`src/rtl/rrip_pkg.sv`:
```
package rrip_pkg;

  typedef enum logic [0:0] {
    SCAN_IDLE = 1'b0,
    SCAN_BUSY = 1'b1
  } scan_st_e;

endpackage

```
`src/rtl/rrip_ctr_bank.sv`:
```
module rrip_ctr_bank #(
  parameter int WAYS = 4,
  parameter int SETS = 16,
  parameter int CW   = 3,
  localparam int SW  = $clog2(SETS),
  localparam int WW  = $clog2(WAYS)
) (
  input  logic                 clk,
  input  logic                 rst_n,
  input  logic [CW-1:0]        eff_max,
  input  logic                 hit_vld,
  input  logic [SW-1:0]        hit_set,
  input  logic [WW-1:0]        hit_way,
  input  logic                 fill_vld,
  input  logic [SW-1:0]        fill_set,
  input  logic [WW-1:0]        fill_way,
  input  logic                 age_vld,
  input  logic [SW-1:0]        age_set,
  input  logic [SW-1:0]        rd_set,
  output logic [WAYS*CW-1:0]   rd_cnt
);

  logic [CW-1:0] cnt_q [SETS][WAYS];
  logic [CW-1:0] cnt_d [SETS][WAYS];
  logic [SETS-1:0] set_we;
  logic [CW-1:0] fill_val;

  assign fill_val = eff_max - CW'(1);

  // Priority per way: fill over hit over aging.
  always_comb begin
    for (int s = 0; s < SETS; s++) begin
      set_we[s] = (hit_vld  && (hit_set  == SW'(s))) ||
                  (fill_vld && (fill_set == SW'(s))) ||
                  (age_vld  && (age_set  == SW'(s)));
      for (int w = 0; w < WAYS; w++) begin
        cnt_d[s][w] = cnt_q[s][w];
        if (age_vld && (age_set == SW'(s))) begin
          cnt_d[s][w] = cnt_q[s][w] + CW'(1);
        end
        if (hit_vld && (hit_set == SW'(s)) && (hit_way == WW'(w))) begin
          cnt_d[s][w] = '0;
        end
        if (fill_vld && (fill_set == SW'(s)) && (fill_way == WW'(w))) begin
          cnt_d[s][w] = fill_val;
        end
      end
    end
  end

  always_ff @(posedge clk or negedge rst_n) begin
    if (!rst_n) begin
      for (int s = 0; s < SETS; s++) begin
        for (int w = 0; w < WAYS; w++) begin
          cnt_q[s][w] <= '1;
        end
      end
    end else begin
      for (int s = 0; s < SETS; s++) begin
        if (set_we[s]) begin
          for (int w = 0; w < WAYS; w++) begin
            cnt_q[s][w] <= cnt_d[s][w];
          end
        end
      end
    end
  end

  always_comb begin
    for (int w = 0; w < WAYS; w++) begin
      rd_cnt[w*CW +: CW] = cnt_q[rd_set][w];
    end
  end

  // Checks next to the storage they guard
  logic age_any;
  always_comb begin
    age_any = 1'b0;
    for (int w = 0; w < WAYS; w++) begin
      if (cnt_q[age_set][w] >= eff_max) age_any = 1'b1;
    end
  end

  a_r5_age_only_below_max : assert property (@(posedge clk) disable iff (!rst_n)
    age_vld |-> !age_any);

  a_r2_hit_clears : assert property (@(posedge clk) disable iff (!rst_n)
    (hit_vld && !(fill_vld && (fill_set == hit_set) && (fill_way == hit_way)))
    |=> (cnt_q[$past(hit_set)][$past(hit_way)] == '0));

  a_r3_fill_value : assert property (@(posedge clk) disable iff (!rst_n)
    fill_vld |=> (cnt_q[$past(fill_set)][$past(fill_way)] == CW'($past(eff_max) - CW'(1))));

endmodule

```
`src/rtl/rrip_victim_pick.sv`:
```
module rrip_victim_pick #(
  parameter int WAYS = 4,
  parameter int CW   = 3,
  localparam int WW  = $clog2(WAYS)
) (
  input  logic [WAYS*CW-1:0] cnt,
  input  logic [CW-1:0]      eff_max,
  output logic               found,
  output logic [WW-1:0]      way
);

  // Scan from the top down so the lowest qualifying way wins.
  always_comb begin
    found = 1'b0;
    way   = '0;
    for (int w = WAYS-1; w >= 0; w--) begin
      if (cnt[w*CW +: CW] >= eff_max) begin
        found = 1'b1;
        way   = WW'(w);
      end
    end
  end

endmodule

```
`src/rtl/rrip_scan_fsm.sv`:
```
module rrip_scan_fsm
  import rrip_pkg::*;
#(
  parameter int WAYS = 4,
  parameter int SETS = 16,
  localparam int SW  = $clog2(SETS),
  localparam int WW  = $clog2(WAYS)
) (
  input  logic          clk,
  input  logic          rst_n,
  input  logic          req_vld,
  input  logic [SW-1:0] req_set,
  input  logic          found,
  input  logic [WW-1:0] pick_way,
  output logic [SW-1:0] scan_set,
  output logic          age_vld,
  output logic          done,
  output logic [WW-1:0] way
);

  scan_st_e      st_q, st_d;
  logic [SW-1:0] set_q, set_d;
  logic          set_en;
  logic          done_q, done_d;
  logic [WW-1:0] way_q;

  always_comb begin
    st_d    = st_q;
    set_d   = set_q;
    set_en  = 1'b0;
    done_d  = 1'b0;
    age_vld = 1'b0;
    case (st_q)
      SCAN_IDLE: begin
        if (req_vld) begin
          set_d  = req_set;
          set_en = 1'b1;
          st_d   = SCAN_BUSY;
        end
      end
      SCAN_BUSY: begin
        if (found) begin
          done_d = 1'b1;
          st_d   = SCAN_IDLE;
        end else begin
          age_vld = 1'b1;
        end
      end
      default: st_d = SCAN_IDLE;
    endcase
  end

  always_ff @(posedge clk or negedge rst_n) begin
    if (!rst_n) begin
      st_q   <= SCAN_IDLE;
      set_q  <= '0;
      done_q <= 1'b0;
      way_q  <= '0;
    end else begin
      st_q   <= st_d;
      done_q <= done_d;
      if (set_en) set_q <= set_d;
      if (done_d) way_q <= pick_way;
    end
  end

  assign scan_set = set_q;
  assign done     = done_q;
  assign way      = way_q;

  a_r6_done_pulse : assert property (@(posedge clk) disable iff (!rst_n)
    done_q |=> !done_q);

  a_r4_done_follows_find : assert property (@(posedge clk) disable iff (!rst_n)
    done_q |-> ($past(found) && ($past(st_q) == SCAN_BUSY)));

  a_r7_set_held_while_scanning : assert property (@(posedge clk) disable iff (!rst_n)
    ((st_q == SCAN_BUSY) && !found) |=> ((st_q == SCAN_BUSY) && $stable(set_q)));

endmodule

```
`src/rtl/rrip_repl_ctrl.sv`:
```
module rrip_repl_ctrl #(
  parameter int WAYS = 4,
  parameter int SETS = 16,
  parameter int CW   = 3,
  localparam int SW  = $clog2(SETS),
  localparam int WW  = $clog2(WAYS)
) (
  input  logic          clk,
  input  logic          rst_n,
  input  logic          nru_mode_i,
  input  logic          hit_vld_i,
  input  logic [SW-1:0] hit_set_i,
  input  logic [WW-1:0] hit_way_i,
  input  logic          fill_vld_i,
  input  logic [SW-1:0] fill_set_i,
  input  logic [WW-1:0] fill_way_i,
  input  logic          vq_vld_i,
  input  logic [SW-1:0] vq_set_i,
  output logic          vq_done_o,
  output logic [WW-1:0] vq_way_o
);

  logic [CW-1:0]      eff_max;
  logic [SW-1:0]      scan_set;
  logic               age_vld;
  logic [WAYS*CW-1:0] rd_cnt;
  logic               found;
  logic [WW-1:0]      pick_way;

  assign eff_max = nru_mode_i ? CW'(1) : {CW{1'b1}};

  rrip_ctr_bank #(.WAYS(WAYS), .SETS(SETS), .CW(CW)) bank_i (
    .clk      (clk),
    .rst_n    (rst_n),
    .eff_max  (eff_max),
    .hit_vld  (hit_vld_i),
    .hit_set  (hit_set_i),
    .hit_way  (hit_way_i),
    .fill_vld (fill_vld_i),
    .fill_set (fill_set_i),
    .fill_way (fill_way_i),
    .age_vld  (age_vld),
    .age_set  (scan_set),
    .rd_set   (scan_set),
    .rd_cnt   (rd_cnt)
  );

  rrip_victim_pick #(.WAYS(WAYS), .CW(CW)) pick_i (
    .cnt     (rd_cnt),
    .eff_max (eff_max),
    .found   (found),
    .way     (pick_way)
  );

  rrip_scan_fsm #(.WAYS(WAYS), .SETS(SETS)) fsm_i (
    .clk      (clk),
    .rst_n    (rst_n),
    .req_vld  (vq_vld_i),
    .req_set  (vq_set_i),
    .found    (found),
    .pick_way (pick_way),
    .scan_set (scan_set),
    .age_vld  (age_vld),
    .done     (vq_done_o),
    .way      (vq_way_o)
  );

endmodule

```
`config.mk`:
```
export PLATFORM = sky130hd
export DESIGN_NAME = rrip_repl_ctrl
export DESIGN_NICKNAME = d
export VERILOG_FILES = /design/src/rtl/rrip_pkg.sv /design/src/rtl/rrip_ctr_bank.sv /design/src/rtl/rrip_victim_pick.sv /design/src/rtl/rrip_scan_fsm.sv /design/src/rtl/rrip_repl_ctrl.sv
export SDC_FILE = /design/constraint.sdc
export NUM_CORES = 1
export LEC_CHECK = 0
export BUFFER_PORTS_ARGS = -buffer_cell sky130_fd_sc_hd__buf_2
export CORE_AREA = 2 2 188 153
export CTS_CLUSTER_SIZE = 25
export DETAILED_ROUTE_END_ITERATION = 10
export DIE_AREA = 0 0 190 155
export PLACE_DENSITY = 0.65
export SLEW_MARGIN = 20
export SYNTH_ARGS = -nofsm -noshare
export SYNTH_HDL_FRONTEND = slang
export SYNTH_SLANG_ARGS = --single-unit
```
`constraint.sdc`:
```
create_clock -name clk -period 11.7 [get_ports clk]
set_input_delay 1.755 -clock clk [delete_from_list [all_inputs] [get_ports clk]]
set_output_delay 1.755 -clock clk [all_outputs]
set_load 0.05 [all_outputs]
```
==> impl_summary.txt, run 1 <==
----------------------------------------------------
[Synth]
  Cell types occupying the most area after synthesis ... sky130_fd_sc_hd__dfstp_2, sky130_fd_sc_hd__nor2_1, sky130_fd_sc_hd__ha_1
  Fraction of registers with async set/reset ... between 90% and 100%
  Adder-Cell Fraction of Synth Area ... 6.63%
  Number of different library cells in the post-synthesis netlist ... 64
  Sequential cell area fraction in the yosys report ... 38.6%
  Synth top area share ... a little under two fifths
  Number of enable-type register cells in the synthesized netlist ... 0
  Area share of and/or/nand/nor cells after synthesis ... a little over a fifth
  Flip-flop cell with the highest count after synthesis ... sky130_fd_sc_hd__dfstp_2
  Avg Cell Area, Syn ... approximately 9.5 µm²
  Combinational family with the most area after synthesis ... simple AND/OR/NAND/NOR gates
  Cell taking the most area after synthesis ... sky130_fd_sc_hd__dfstp_2
  Cell area after synthesis ... between 10000 and 15000 µm²
  Xor and xnor fraction of the mapped netlist area ... ~4.1%
  Synthesized-area fraction occupied by ao, oa, aoi and oai cells ... between 10% and 20%
  Total nets after synthesis ... between 1500 and 2000
  Number of register bits inferred by synthesis ... 200
  Multiplexer fraction of the synthesized cell area ... a little under a tenth
  Number of synthesis warnings ... 0
  Number of instances in the synthesized netlist ... 1431

[Floorplanning]
  Die Span Y ... 155 µm
  Core Box Area ... approximately 28000 µm²
  Effective utilization at floorplan ... about 49%
  I/O pin count ... 25
  Area of the die ... roughly 30000 µm²
  Number of rows created at floorplan ... 55
  Die Wd ... around 190 µm

[Detailed routing]
  Wirelength, routed ... 42.6 mm
  Total number of vias ... 11800
  Detailed-route wire length per cell ... approximately 24 µm
  Pre-antenna DRT Iters ... 5
  DRC errors left ... 0
  Violation count after the first detailed-routing iteration ... 1156
  Antenna-violating nets left ... 0
  Via-to-Cell Ratio ... between 6 and 7

[Setup path]
  Worst endpoint data arrival time ... around 6 ns
  Critical R2R Capture ... bank_i.cnt_q[88]
  Endpoint type of the worst setup path ... register
  Register-to-register setup slack ... around 5.9 ns
  Type of origin of the critical path ... register
  Reg2reg path depth ... 10
  Crit Reg-Reg Startpoint ... fsm_i.scan_set[1]
  Largest fanout on the critical path ... 45
  Req. time, crit path ... roughly 12 ns
  Type of the worst setup path ... register to register

[STA]
  Final Setup Violations ... 0
  Final TNS setup ... 0 ns
  Top achievable clock speed ... between 150 and 200 MHz
  Final WS setup ... approximately 5.9 ns
  Clk_skew ... between 0.015 and 0.02 ns
  Unrepaired setup endpoints after global routing ... no
  Tcrit/Tclk final ... 49.3%
  Rel. slew slack ... around a fifth
  Total count of hold-check failures in the final report ... 0
  Final slew viol count ... 0
  Slew at the pin closest to its max-slew limit ... 1.18 ns
  Post-layout min period ... 5.77 ns

[Clock tree]
  TritonCTS clock tree ... yes
  Maximum root-to-sink buffer count ... 2
  H-tree levels ... 4
  Clock insertion delay at the later pin of the skew report ... about 0.47 ns
  Buffer cell driving the clock tree root ... sky130_fd_sc_hd__clkbuf_16
  Num CTS Buffers ... 17
  Hold-fix buffers at CTS ... 0
  Clock slew at the register clock pins of the worst setup and hold paths ... about 0.08 ns
  Clock tree sinks ... 200
  Cts repair resizes ... 0
  Post CTS Setup Buffer Count ... 0

[Global route]
  Routing usage on met1 ... 42.3%
  GRT Residual Overflow ... 0
  Initial antenna violation count ... 0
  Total routing resource utilization after global routing ... 29.8%
  GR Util met3 ... approximately 7.2%
  Busiest grt layer ... met2
  Via count of the first global-routing pass ... between 10000 and 15000
  Largest net degree at the start of global routing ... 78
  Met2 Track Usage GR ... 44.6%
  First-pass GRT wire length ... ~66 mm

[Final layout]
  Share of final-layout standard cells stronger than drive strength 1 ... 22.6%
  ANT cells ... 0
  Area added between synthesis and finish ... 6.35%
  Highest-count cells in the layout ignoring fill and taps ... sky130_fd_sc_hd__nor2_1, sky130_fd_sc_hd__dfstp_2, sky130_fd_sc_hd__nand2_1
  Most common cell after layout, fill and taps aside ... sky130_fd_sc_hd__nor2_1
  # nets final ... between 1000 and 1500
  Final core utilization ... 52.1%

[Place]
  Final weighted congestion in routability-driven placement ... 0.998
  Total of buffers placed on input and output ports ... 24
  Setup Slack @ Placement ... roughly 6 ns
  Total half-perimeter wirelength after legalization and detailed placement ... between 30 and 40 mm

[Power and ir drop]
  Pleak ... approximately 5.9 nW
  P per Cell Area ... 241 nW/µm²
  Worst vdd ir ... roughly 0.12 mV

[Min path]
  Startpoint of the worst hold path ... bank_i.cnt_q[125]
  Cell count of the worst hold path ... 2
  End point of the most critical hold path ... bank_i.cnt_q[125]
  Path type of the worst min-delay path ... register to register

[Flow run]
  Maximum capacitance violations ... 0

[Outcome]
  Status ... finished clean

----------------------------------------------------
sequential cells by signal, indices dropped and copies added (netlist names):
register        cells
bank_i.cnt_q      192
fsm_i.scan_set      4
fsm_i.way           2
fsm_i.done          1
fsm_i.st_q          1
logic make-up after synthesis:
logic type / count (synthesis)
xor gates and xnor gates: 64
and+or+nand+nor: 609
muxes: 74
buffers and inverters: 81
adders and majority gates: 72
DFF: 200
AOI/OAI and AO/OA: 331
synth_stat cells, types with 11 or more instances:
library cell	number
sky130_fd_sc_hd__a211oi_1	35
sky130_fd_sc_hd__a21oi_1	15
sky130_fd_sc_hd__a22oi_1	33
sky130_fd_sc_hd__and3_1	13
sky130_fd_sc_hd__and3b_1	11
sky130_fd_sc_hd__buf_2	19
sky130_fd_sc_hd__clkbuf_1	40
sky130_fd_sc_hd__dfstp_2	192
sky130_fd_sc_hd__ha_1	72
sky130_fd_sc_hd__mux2i_1	27
sky130_fd_sc_hd__mux4_2	40
sky130_fd_sc_hd__nand2_1	147
sky130_fd_sc_hd__nand3_1	52
sky130_fd_sc_hd__nand4_1	28
sky130_fd_sc_hd__nor2_1	244
sky130_fd_sc_hd__nor2b_1	14
sky130_fd_sc_hd__nor3_1	30
sky130_fd_sc_hd__nor3b_1	22
sky130_fd_sc_hd__o211a_1	38
sky130_fd_sc_hd__o21ai_0	65
sky130_fd_sc_hd__o21bai_1	32
sky130_fd_sc_hd__o22ai_1	65
sky130_fd_sc_hd__o311a_1	16
sky130_fd_sc_hd__o31ai_1	13
sky130_fd_sc_hd__or3_1	12
sky130_fd_sc_hd__xnor2_1	16
sky130_fd_sc_hd__xor2_1	48
power breakdown:
group	total, mW	internal [mW]	switching, mW
clock network	0.647	0.352	0.296
registers	1.39	1.09	0.301
logic	1.45	0.642	0.803
total	3.48	2.08	1.40
final cells by class:
class	instances	area, µm²
Clock inverter	12	163
Tap cell	370	463
Fill cell	2507	13300
Inverter	3	11.3
Multi-Input combinational cell	1150	7950
Timing Repair Buffer	29	166
Clock buffer	20	457
Sequential cell	200	5250
per-layer routing:
layer,up-vias,part of all wire [%]
met3,96,9.2
met1,5866,44
met2,565,44
li1,5247,-
met4,0,2.9
met5,-,0
worst max-delay path by stage:
stage / slack [ns] / start / cells after the start / end
final: 5.93 / fsm_i.scan_set[1] / 10 / bank_i.cnt_q[88]
after global routing: 5.73 / fsm_i.scan_set[1] / 11 / bank_i.cnt_q[85]
after CTS: 6.07 / fsm_i.scan_set[1] / 10 / bank_i.cnt_q[124]
after detailed placement: 6.11 / fsm_i.scan_set[1] / 11 / bank_i.cnt_q[130]
after global placement: 6.25 / fsm_i.scan_set[0] / 10 / bank_i.cnt_q[124]
after floorplan: 7.35 / fsm_i.scan_set[0] / 14 / bank_i.cnt_q[38]
critical path, stage by stage, from the launching register on:
cell,delay (ns)
sky130_fd_sc_hd__dfrtp_4,0.73
sky130_fd_sc_hd__buf_4,0.67
sky130_fd_sc_hd__mux4_2,0.51
sky130_fd_sc_hd__mux4_2,0.50
sky130_fd_sc_hd__ha_1,0.32
sky130_fd_sc_hd__a21oi_1,0.32
sky130_fd_sc_hd__o31ai_1,0.19
sky130_fd_sc_hd__nor4_1,0.81
sky130_fd_sc_hd__nand4_1,0.99
sky130_fd_sc_hd__o21bai_1,0.44
sky130_fd_sc_hd__a22oi_1,0.11
metrics by stage:
step / std cells / hold WS, ns / instance area [µm²] / total power, mW
after global placement: 1752 / 0.540 / 13800 / 2.76
after global routing: 1784 / 0.581 / 14500 / 3.71
after floorplan: 1431 / 0.521 / 13600 / 2.39
after detailed placement: 1752 / 0.549 / 13800 / 2.81
after CTS: 1784 / 0.557 / 14500 / 3.46
final: 1784 / 0.555 / 14500 / 3.48
Note: power is estimated with default switching activity, not from simulation.
==> inputs of run 2 (changes only) <==
Settings changed: ABC_AREA set to 1, CORE_AREA 2 2 188 153 to 2 2 194 158, DIE_AREA 0 0 190 155 to 0 0 196 160, PLACE_DENSITY 0.65 to unset.
Clock period 11.7 ns to 5.7 ns, I/O delays scaled along.
==> run 2 against run 1 <==
Effect of this change:
- clock power up 96%
- combinational power rose to 2.7 times the previous value
- hold slack worse by 0.053 ns
- area after synthesis up 6.3%
- global-route usage up 1.9 points
==> impl_summary.txt, run 2 <==
----------------------------------------------------
[Outcome]
  Status ... finished clean

[Power and ir drop]
  Pleak ... 7.40 nW (+24%)
  Clock share of power ... 15.6% (-3.0 points)
  Net switching power of the design ... 3.83 mW (+170%)
  Internal Dissipation ... 4.30 mW (+110%)
  P per Cell Area ... 530 nW/µm² (+120%)
  Total power ... 8.13 mW (+130%)
  Comb power frac ... 47.5% (+6.0 points)
  Worst vdd ir ... 0.251 mV (+100%)
  Switching power as a share of total power ... 47.1% (+6.9 points)
  Part of the total power dissipated in sequential elements ... 36.9% (-3.0 points)

[Clock tree]
  H-tree levels ... 4 (unchanged)
  Hold-fix buffers at CTS ... 0 (unchanged)
  Maximum root-to-sink buffer count ... 2 (unchanged)
  Cts repair resizes ... 0 (unchanged)
  Num CTS Buffers ... 17 (unchanged)
  Clock tree sinks ... 200 (unchanged)
  Post CTS Setup Buffer Count ... 0 (unchanged)
  Clock slew at the register clock pins of the worst setup and hold paths ... 0.08 ns (about the same)
  Clock insertion delay at the later pin of the skew report ... 0.47 ns (about the same)
  TritonCTS clock tree ... yes
  Buffer cell driving the clock tree root ... sky130_fd_sc_hd__clkbuf_16

[Setup path]
  Worst endpoint data arrival time ... 5.34 ns (-0.77 ns)
  Type of origin of the critical path ... register
  Path length in cells of the critical path ... 16 (+6)
  Req. time, crit path ... 6.12 ns (-5.92 ns)
  Critical path, cell by cell ... buf_4 -> nand2_2 -> inv_1 -> a22oi_1 -> a31oi_1 -> or4_1 -> ha_1 -> a21o_1 -> nor2_2 -> nand2_2 -> nor2_4 -> buf_4 -> nand3_2 -> nand2_1 -> nand2_1 -> nand2_1
  Reg2reg path depth ... 16 (+6)
  Endpoint type of the worst setup path ... register
  Cell family contributing the most delay on the critical path ... simple AND/OR/NAND/NOR gates
  Library cell contributing the largest single delay on the critical path ... sky130_fd_sc_hd__a22oi_1
  Buffers & Inverters on Critical Path ... 3 (+2)
  Most frequent CP cell ... sky130_fd_sc_hd__nand2_1
  Largest fanout on the critical path ... 26 (-42%)
  Critical Path Max Stage Delay ... 0.57 ns (-0.42 ns)
  Type of the worst setup path ... register to register

[Floorplanning]
  Die Span Y ... 160 µm (+3.2%)
  Effective utilization at floorplan ... 48.7% (-0.30 points)
  Area of the die ... 31400 µm² (+6.5%)
  Die Wd ... 196 µm (+3.2%)
  I/O pin count ... 25 (unchanged)
  Core Box Area ... 29700 µm² (+7.0%)
  Number of rows created at floorplan ... 57 (+3.6%)

[Detailed routing]
  Antenna-violating nets left ... 0 (unchanged)
  Pre-antenna DRT Iters ... 6 (+1)
  Violation count after the first detailed-routing iteration ... 1470 (+27%)
  Wirelength, routed ... 49.1 mm (+15%)
  DRC errors left ... 0 (unchanged)
  Detailed-route wire length per cell ... 20.3 µm (-15%)
  Via-to-Cell Ratio ... 5.91 (-10%)
  Total number of vias ... 14300 (+21%)

[Place]
  Total half-perimeter wirelength after legalization and detailed placement ... 34.3 mm (+13%)
  Setup Slack @ Placement ... 0.876 ns (-5.24 ns)
  Total of buffers placed on input and output ports ... 24 (unchanged)
  Dpl cell area ... 14800 µm² (+6.7%)
  Final weighted congestion in routability-driven placement ... 0.984 (-1.4%)

[Global route]
  GRT Residual Overflow ... 0 (unchanged)
  Largest net degree at the start of global routing ... 118 (+51%)
  Total routing resource utilization after global routing ... 31.7% (+1.9 points)
  First-pass GRT wire length ... 75.9 mm (+14%)
  Via count of the first global-routing pass ... 13000 (+17%)
  Initial antenna violation count ... 2 (+2)

[Final layout]
  Seq. cell area ... 5250 µm² (about the same)
  Area added between synthesis and finish ... 6.16%
  Number of filler cells placed in the layout ... 2910 (+16%)
  Most common cell after layout, fill and taps aside ... sky130_fd_sc_hd__nand2_1
  Final core utilization ... 51.7% (-0.41 points)
  Number of flip-flops under the largest register name ... 192 (unchanged)
  Largest Register ... bank_i.cnt_q
  Share of final-layout standard cells stronger than drive strength 1 ... 14.6% (-7.9 points)
  Finished Cell Area ... 15300 µm² (+6.1%)
  Total area of multi-input combinational cells ... 8160 µm² (+2.7%)
  Highest-count cells in the layout ignoring fill and taps ... sky130_fd_sc_hd__nand2_1, sky130_fd_sc_hd__nand3_1, sky130_fd_sc_hd__dfstp_2
  # nets final ... 2111 (+41%)

[Synth]
  Synth top area share ... 34.9% (-2.2 points)
  Total nets after synthesis ... 2129 (+40%)
  Number of different library cells in the post-synthesis netlist ... 36 (-44%)
  Most instantiated cells after synthesis ... sky130_fd_sc_hd__nand2_1, sky130_fd_sc_hd__nand3_1, sky130_fd_sc_hd__dfstp_2
  Number of synthesis warnings ... 0 (unchanged)
  Cell taking the most area after synthesis ... sky130_fd_sc_hd__dfstp_2
  Avg Cell Area, Syn ... 7.10 µm² (-25%)
  Number of instances in the synthesized netlist ... 2035 (+42%)
  Flip-flop cell with the highest count after synthesis ... sky130_fd_sc_hd__dfstp_2
  Cell types occupying the most area after synthesis ... sky130_fd_sc_hd__dfstp_2, sky130_fd_sc_hd__nand2_1, sky130_fd_sc_hd__nand3_1
  Number of enable-type register cells in the synthesized netlist ... 0 (unchanged)
  Library cell with the highest instance count after synthesis ... sky130_fd_sc_hd__nand2_1
  Number of register bits inferred by synthesis ... 200 (unchanged)
  Cell area after synthesis ... 14500 µm² (+6.3%)
  Fraction of registers with async set/reset ... 100% (unchanged)
  Sequential cell area fraction in the yosys report ... 36.3% (-2.3 points)

[STA]
  Final Setup Violations ... 0 (unchanged)
  Clk_skew ... 0.0156 ns (-0.000695 ns)
  Tcrit/Tclk final ... 86.3% (+37 points)
  Total count of hold-check failures in the final report ... 0 (unchanged)
  Top achievable clock speed ... 203 MHz (+17%)
  Rel. slew slack ... 24.8% (+3.8 points)
  Final slew viol count ... 0 (unchanged)
  Final WS setup ... 0.778 ns (-5.15 ns)
  Unrepaired setup endpoints after global routing ... no
  Slew at the pin closest to its max-slew limit ... 1.12 ns (-0.0642 ns)
  Post-layout min period ... 4.92 ns (-0.848 ns)
  Final TNS setup ... 0 ns (unchanged)

[Min path]
  Cell count of the worst hold path ... 2 (unchanged)
  Path type of the worst min-delay path ... register to register

[Flow run]
  Maximum capacitance violations ... 0 (unchanged)

----------------------------------------------------
run 2: cell types whose count changed after synthesis, moves of 30 or more:
cell and change:
sky130_fd_sc_hd__nand2_1 +587, sky130_fd_sc_hd__nand3_1 +212, sky130_fd_sc_hd__inv_1 +159, sky130_fd_sc_hd__nor2_1 -111
sky130_fd_sc_hd__mux4_2 -40, sky130_fd_sc_hd__o211a_1 -38, sky130_fd_sc_hd__xnor2_1 +37, sky130_fd_sc_hd__xor2_1 -37
sky130_fd_sc_hd__a211oi_1 -35, sky130_fd_sc_hd__o21bai_1 -32, sky130_fd_sc_hd__a31oi_1 +30
run 2: tightest hold or removal path, delay by kind of cell (launching register included):
family / cells / cell delay, ns
and+or+nand+nor: 2 / 0.12
DFF: 1 / 0.38
run 2: path summary, 6_finish.rpt:
check                                  startpoint                end  slack [ns]
min in group asynchronous                   rst_n   bank_i.cnt_q[28]        0.76
worst max register to register  fsm_i.scan_set[1]  bank_i.cnt_q[101]        0.78
max in group asynchronous                   rst_n  fsm_i.scan_set[0]        4.18
worst min register to register   bank_i.cnt_q[87]   bank_i.cnt_q[87]        0.50
worst min-delay path             bank_i.cnt_q[87]   bank_i.cnt_q[87]        0.50
worst max-delay path            fsm_i.scan_set[1]  bank_i.cnt_q[101]        0.78
run 2: layer usage:
| layer | track usage (%) | vias to the layer above | routed length [µm] |
|---|---|---|---|
| li1 | - | 6718 | - |
| met1 | 47.5 | 6769 | 22600 |
| met2 | 45.1 | 693 | 20100 |
| met3 | 6.86 | 86 | 4980 |
| met4 | 10.3 | 0 | 1410 |
| met5 | 0 | - | 0 |
run 2: metrics by stage:
| step | hold WS, ns | cells |
|---|---|---|
| 2_1_floorplan | 0.473 | 2035 |
| 3_3_place_gp | 0.485 | 2381 |
| 3_5_place_dp | 0.491 | 2381 |
| 4_1_cts | 0.502 | 2413 |
| 5_1_grt | 0.518 | 2413 |
| 6_report | 0.502 | 2414 |
run 2: power groups by stage:
stage               Clock, mW  Combinational [mW]  Sequential [mW]
detailed placement          0                3.79             2.99
global placement            0                3.70             2.99
global route             1.33                4.29             3.06
finish                   1.27                3.86             3.00
floorplan                   0                2.92             2.78
CTS                      1.28                3.80             2.98
run 2: layout make-up:
type,count,share of cell area (%)
Tap cell,383,3.12
Clock inverter,14,0.897
Timing Repair Buffer,39,1.67
Multi-Input combinational cell,1593,53.2
Clock buffer,18,2.86
Inverter,166,4.06
Antenna cell,1,0.0163
Sequential cell,200,34.2
run 2: cell families after synthesis:
| logic type | Yosys count | share of synthesized area (%) |
|---|---|---|
| multiplexers | 1 | 0.0779 |
| XOR/XNOR | 64 | 3.88 |
| buffers and inverters | 242 | 7.38 |
| AO/OA/AOI/OAI | 232 | 9.39 |
| AND/OR/NAND/NOR | 1224 | 36.8 |
| adder cells (fa/ha/maj) | 72 | 6.23 |
| flip-flops | 200 | 36.3 |
==> inputs of run 3 (changes only) <==
Settings changed: CORE_AREA 2 2 194 158 to 2 2 249 202, DIE_AREA 0 0 196 160 to 0 0 251 204, MAX_ROUTING_LAYER set to met4.
==> run 3 against run 2 <==
Effect of this change:
- final cell count increased by 11%
- routed wire length grew 0.94%
- clock skew barely moved
- setup slack improved by 0.35 ns
==> impl_summary.txt, run 3 (synthesis results as in run 2) <==
----------------------------------------------------
[Setup path]
  Crit Reg-Reg Startpoint ... fsm_i.scan_set[0]
  Critical path, cell by cell ... buf_4 -> nor2_2 -> buf_4 -> a22oi_1 -> a31oi_1 -> or4_1 -> ha_1 -> a21oi_1 -> o21ai_2 -> nor2_8 -> nand3_2 -> nand2_1 -> nand2_1 -> nand2_1
  Endpoint type of the worst setup path ... register
  Critical Path Max Stage Delay ... 0.52 ns (-0.05 ns)
  Largest fanout on the critical path ... 49 (+88%)
  Type of origin of the critical path ... register
  Library cell contributing the largest single delay on the critical path ... sky130_fd_sc_hd__or4_1
  Req. time, crit path ... 6.11 ns (about the same)
  Startpoint of the most critical setup path ... fsm_i.scan_set[0]
  Worst endpoint data arrival time ... 4.98 ns (-0.36 ns)
  Type of the worst setup path ... register to register
  Most frequent CP cell ... sky130_fd_sc_hd__nand2_1

[Global route]
  Largest net degree at the start of global routing ... 112 (-5.1%)
  Total routing resource utilization after global routing ... 20.1% (-12 points)
  Initial antenna violation count ... 2 (unchanged)
  GRT Residual Overflow ... 0 (unchanged)
  First-pass GRT wire length ... 76.6 mm (+0.99%)
  Via count of the first global-routing pass ... 13300 (+2.1%)

[Final layout]
  Highest-count cells in the layout ignoring fill and taps ... sky130_fd_sc_hd__nand2_1, sky130_fd_sc_hd__nand3_1, sky130_fd_sc_hd__dfstp_2
  # nets final ... 2112 (+0.047%)
  Share of final-layout standard cells stronger than drive strength 1 ... 14.5% (-0.11 points)
  Most common cell after layout, fill and taps aside ... sky130_fd_sc_hd__nand2_1
  Number of flip-flops under the largest register name ... 192 (unchanged)
  Largest Register ... bank_i.cnt_q
  Number of filler cells placed in the layout ... 5174 (+78%)
  Finished Cell Area ... 15700 µm² (+2.5%)
  Area added between synthesis and finish ... 8.80%

[Detailed routing]
  Pre-antenna DRT Iters ... 8 (+2)
  DRC errors left ... 0 (unchanged)
  Antenna-violating nets left ... 0 (unchanged)
  Via-to-Cell Ratio ... 5.33 (-9.7%)
  Total number of vias ... 14200 (-0.17%)
  Met3 Routed Length ... 4.91 mm (-1.4%)
  Violation count after the first detailed-routing iteration ... 1546 (+5.2%)
  Wirelength, routed ... 49.5 mm (+0.94%)
  DR top layer ... met4
  WL met1 ... 22.7 mm (+0.40%)
  Detailed-route wire length per cell ... 18.6 µm (-8.7%)
  Detailed route wirelength on metal2 ... 20.9 mm (+3.8%)

[Floorplanning]
  Area of the die ... 51200 µm² (+63%)
  Effective utilization at floorplan ... 29.5% (-19 points)
  Die Wd ... 251 µm (+28%)
  Core Box Area ... 49000 µm² (+65%)
  Die Span Y ... 204 µm (+28%)
  I/O pin count ... 25 (unchanged)
  Number of rows created at floorplan ... 73 (+28%)

[Flow run]
  Maximum capacitance violations ... 0 (unchanged)

[Clock tree]
  TritonCTS clock tree ... yes
  Clock insertion delay at the later pin of the skew report ... 0.47 ns (about the same)
  Clock tree sinks ... 200 (unchanged)
  H-tree levels ... 4 (unchanged)
  Hold-fix buffers at CTS ... 0 (unchanged)
  Post CTS Setup Buffer Count ... 0 (unchanged)
  Num CTS Buffers ... 17 (unchanged)
  Buffer cell driving the clock tree root ... sky130_fd_sc_hd__clkbuf_16
  Cts repair resizes ... 0 (unchanged)
  Maximum root-to-sink buffer count ... 2 (unchanged)
  Clock slew at the register clock pins of the worst setup and hold paths ... 0.08 ns (about the same)

[Place]
  Total of buffers placed on input and output ports ... 24 (unchanged)
  Dpl cell area ... 15100 µm² (+2.3%)
  Final weighted congestion in routability-driven placement ... 0.992 (+0.81%)
  Total half-perimeter wirelength after legalization and detailed placement ... 35.1 mm (+2.2%)

[Power and ir drop]
  P per Cell Area ... 525 nW/µm² (-0.90%)
  Pleak ... 7.43 nW (+0.39%)
  Worst vdd ir ... 0.256 mV (+2.3%)

[STA]
  Slew at the pin closest to its max-slew limit ... 1.18 ns (+0.0647 ns)
  Post-layout min period ... 4.57 ns (-0.347 ns)
  Rel. slew slack ... 20.4% (-4.3 points)
  Clk_skew ... 0.0160 ns (+0.000337 ns)
  Hold Worst Slack ... 0.501 ns (-0.00149 ns)
  Tcrit/Tclk final ... 80.3% (-6.1 points)
  Top achievable clock speed ... 219 MHz (+7.6%)
  Total count of hold-check failures in the final report ... 0 (unchanged)
  Final TNS setup ... 0 ns (unchanged)
  Unrepaired setup endpoints after global routing ... no
  Final slew viol count ... 0 (unchanged)
  Final Setup Violations ... 0 (unchanged)

[Min path]
  Path type of the worst min-delay path ... register to register
  Startpoint of the worst hold path ... bank_i.cnt_q[150]

[Outcome]
  Status ... finished clean

----------------------------------------------------
[run 3: cell types whose count changed in the layout (fill, tap and decap cells not counted), moves of 2 or more]
cell | before | now
sky130_fd_sc_hd__buf_12 | 1 | 3
sky130_fd_sc_hd__inv_6 | 5 | 2
sky130_fd_sc_hd__clkbuf_1 | 0 | 2
sky130_fd_sc_hd__bufinv_16 | 1 | 3
[run 3: cell type report]
cell class / count / area (µm²) / area share, %
Antenna cell: 2 / 5.00 / 0.0318
Clock buffer: 20 / 447 / 2.84
Clock inverter: 12 / 168 / 1.07
Inverter: 166 / 623 / 3.96
Multi-Input combinational cell: 1593 / 8150 / 51.8
Sequential cell: 200 / 5250 / 33.4
Tap cell: 637 / 797 / 5.07
Timing Repair Buffer: 40 / 289 / 1.84
[run 3: path summary, 6_finish.rpt]
check | endpoint | slack, ns | cells past startpoint
max | bank_i.cnt_q[98] | 1.13 | 14
min | bank_i.cnt_q[150] | 0.50 | 2
max reg2reg | bank_i.cnt_q[98] | 1.13 | 14
min reg2reg | bank_i.cnt_q[150] | 0.50 | 2
max in group asynchronous | fsm_i.scan_set[0] | 4.10 | 2
min in group asynchronous | bank_i.cnt_q[97] | 0.85 | 1
[run 3: where the power goes]
group          switching (mW)  internal (mW)  leakage, nW
combinational            2.55           1.34         5.05
sequential              0.661           2.37         2.09
clock                   0.618          0.711        0.289
[run 3: worst max-delay path, delay by kind of cell (launching register included)]
kind,cells,cell delay (ns)
adders and majority gates,1,0.31
DFF,1,0.44
AOI/OAI and AO/OA,4,0.99
and+or+nand+nor,7,1.88
buffers and inverters,2,0.81
[run 3: metrics by stage]
stage / cells / setup slack [ns] / util (%) / power [mW]
2_1_floorplan: 2035 / 2.36 / - / 5.70
3_3_place_gp: 2636 / 1.29 / 30.9 / 6.73
3_5_place_dp: 2636 / 1.23 / 30.9 / 6.84
4_1_cts: 2668 / 1.19 / 32.1 / 8.21
5_1_grt: 2670 / 0.838 / 32.1 / 8.83
6_report: 2670 / 1.13 / 32.1 / 8.26
[run 3: layer usage]
| layer | vias up | GRT usage, % |
|---|---|---|
| li1 | 6740 | - |
| met1 | 6806 | 28.3 |
| met2 | 622 | 28.5 |
| met3 | 74 | 4.61 |
| met4 | 0 | 6.04 |
| met5 | - | - |
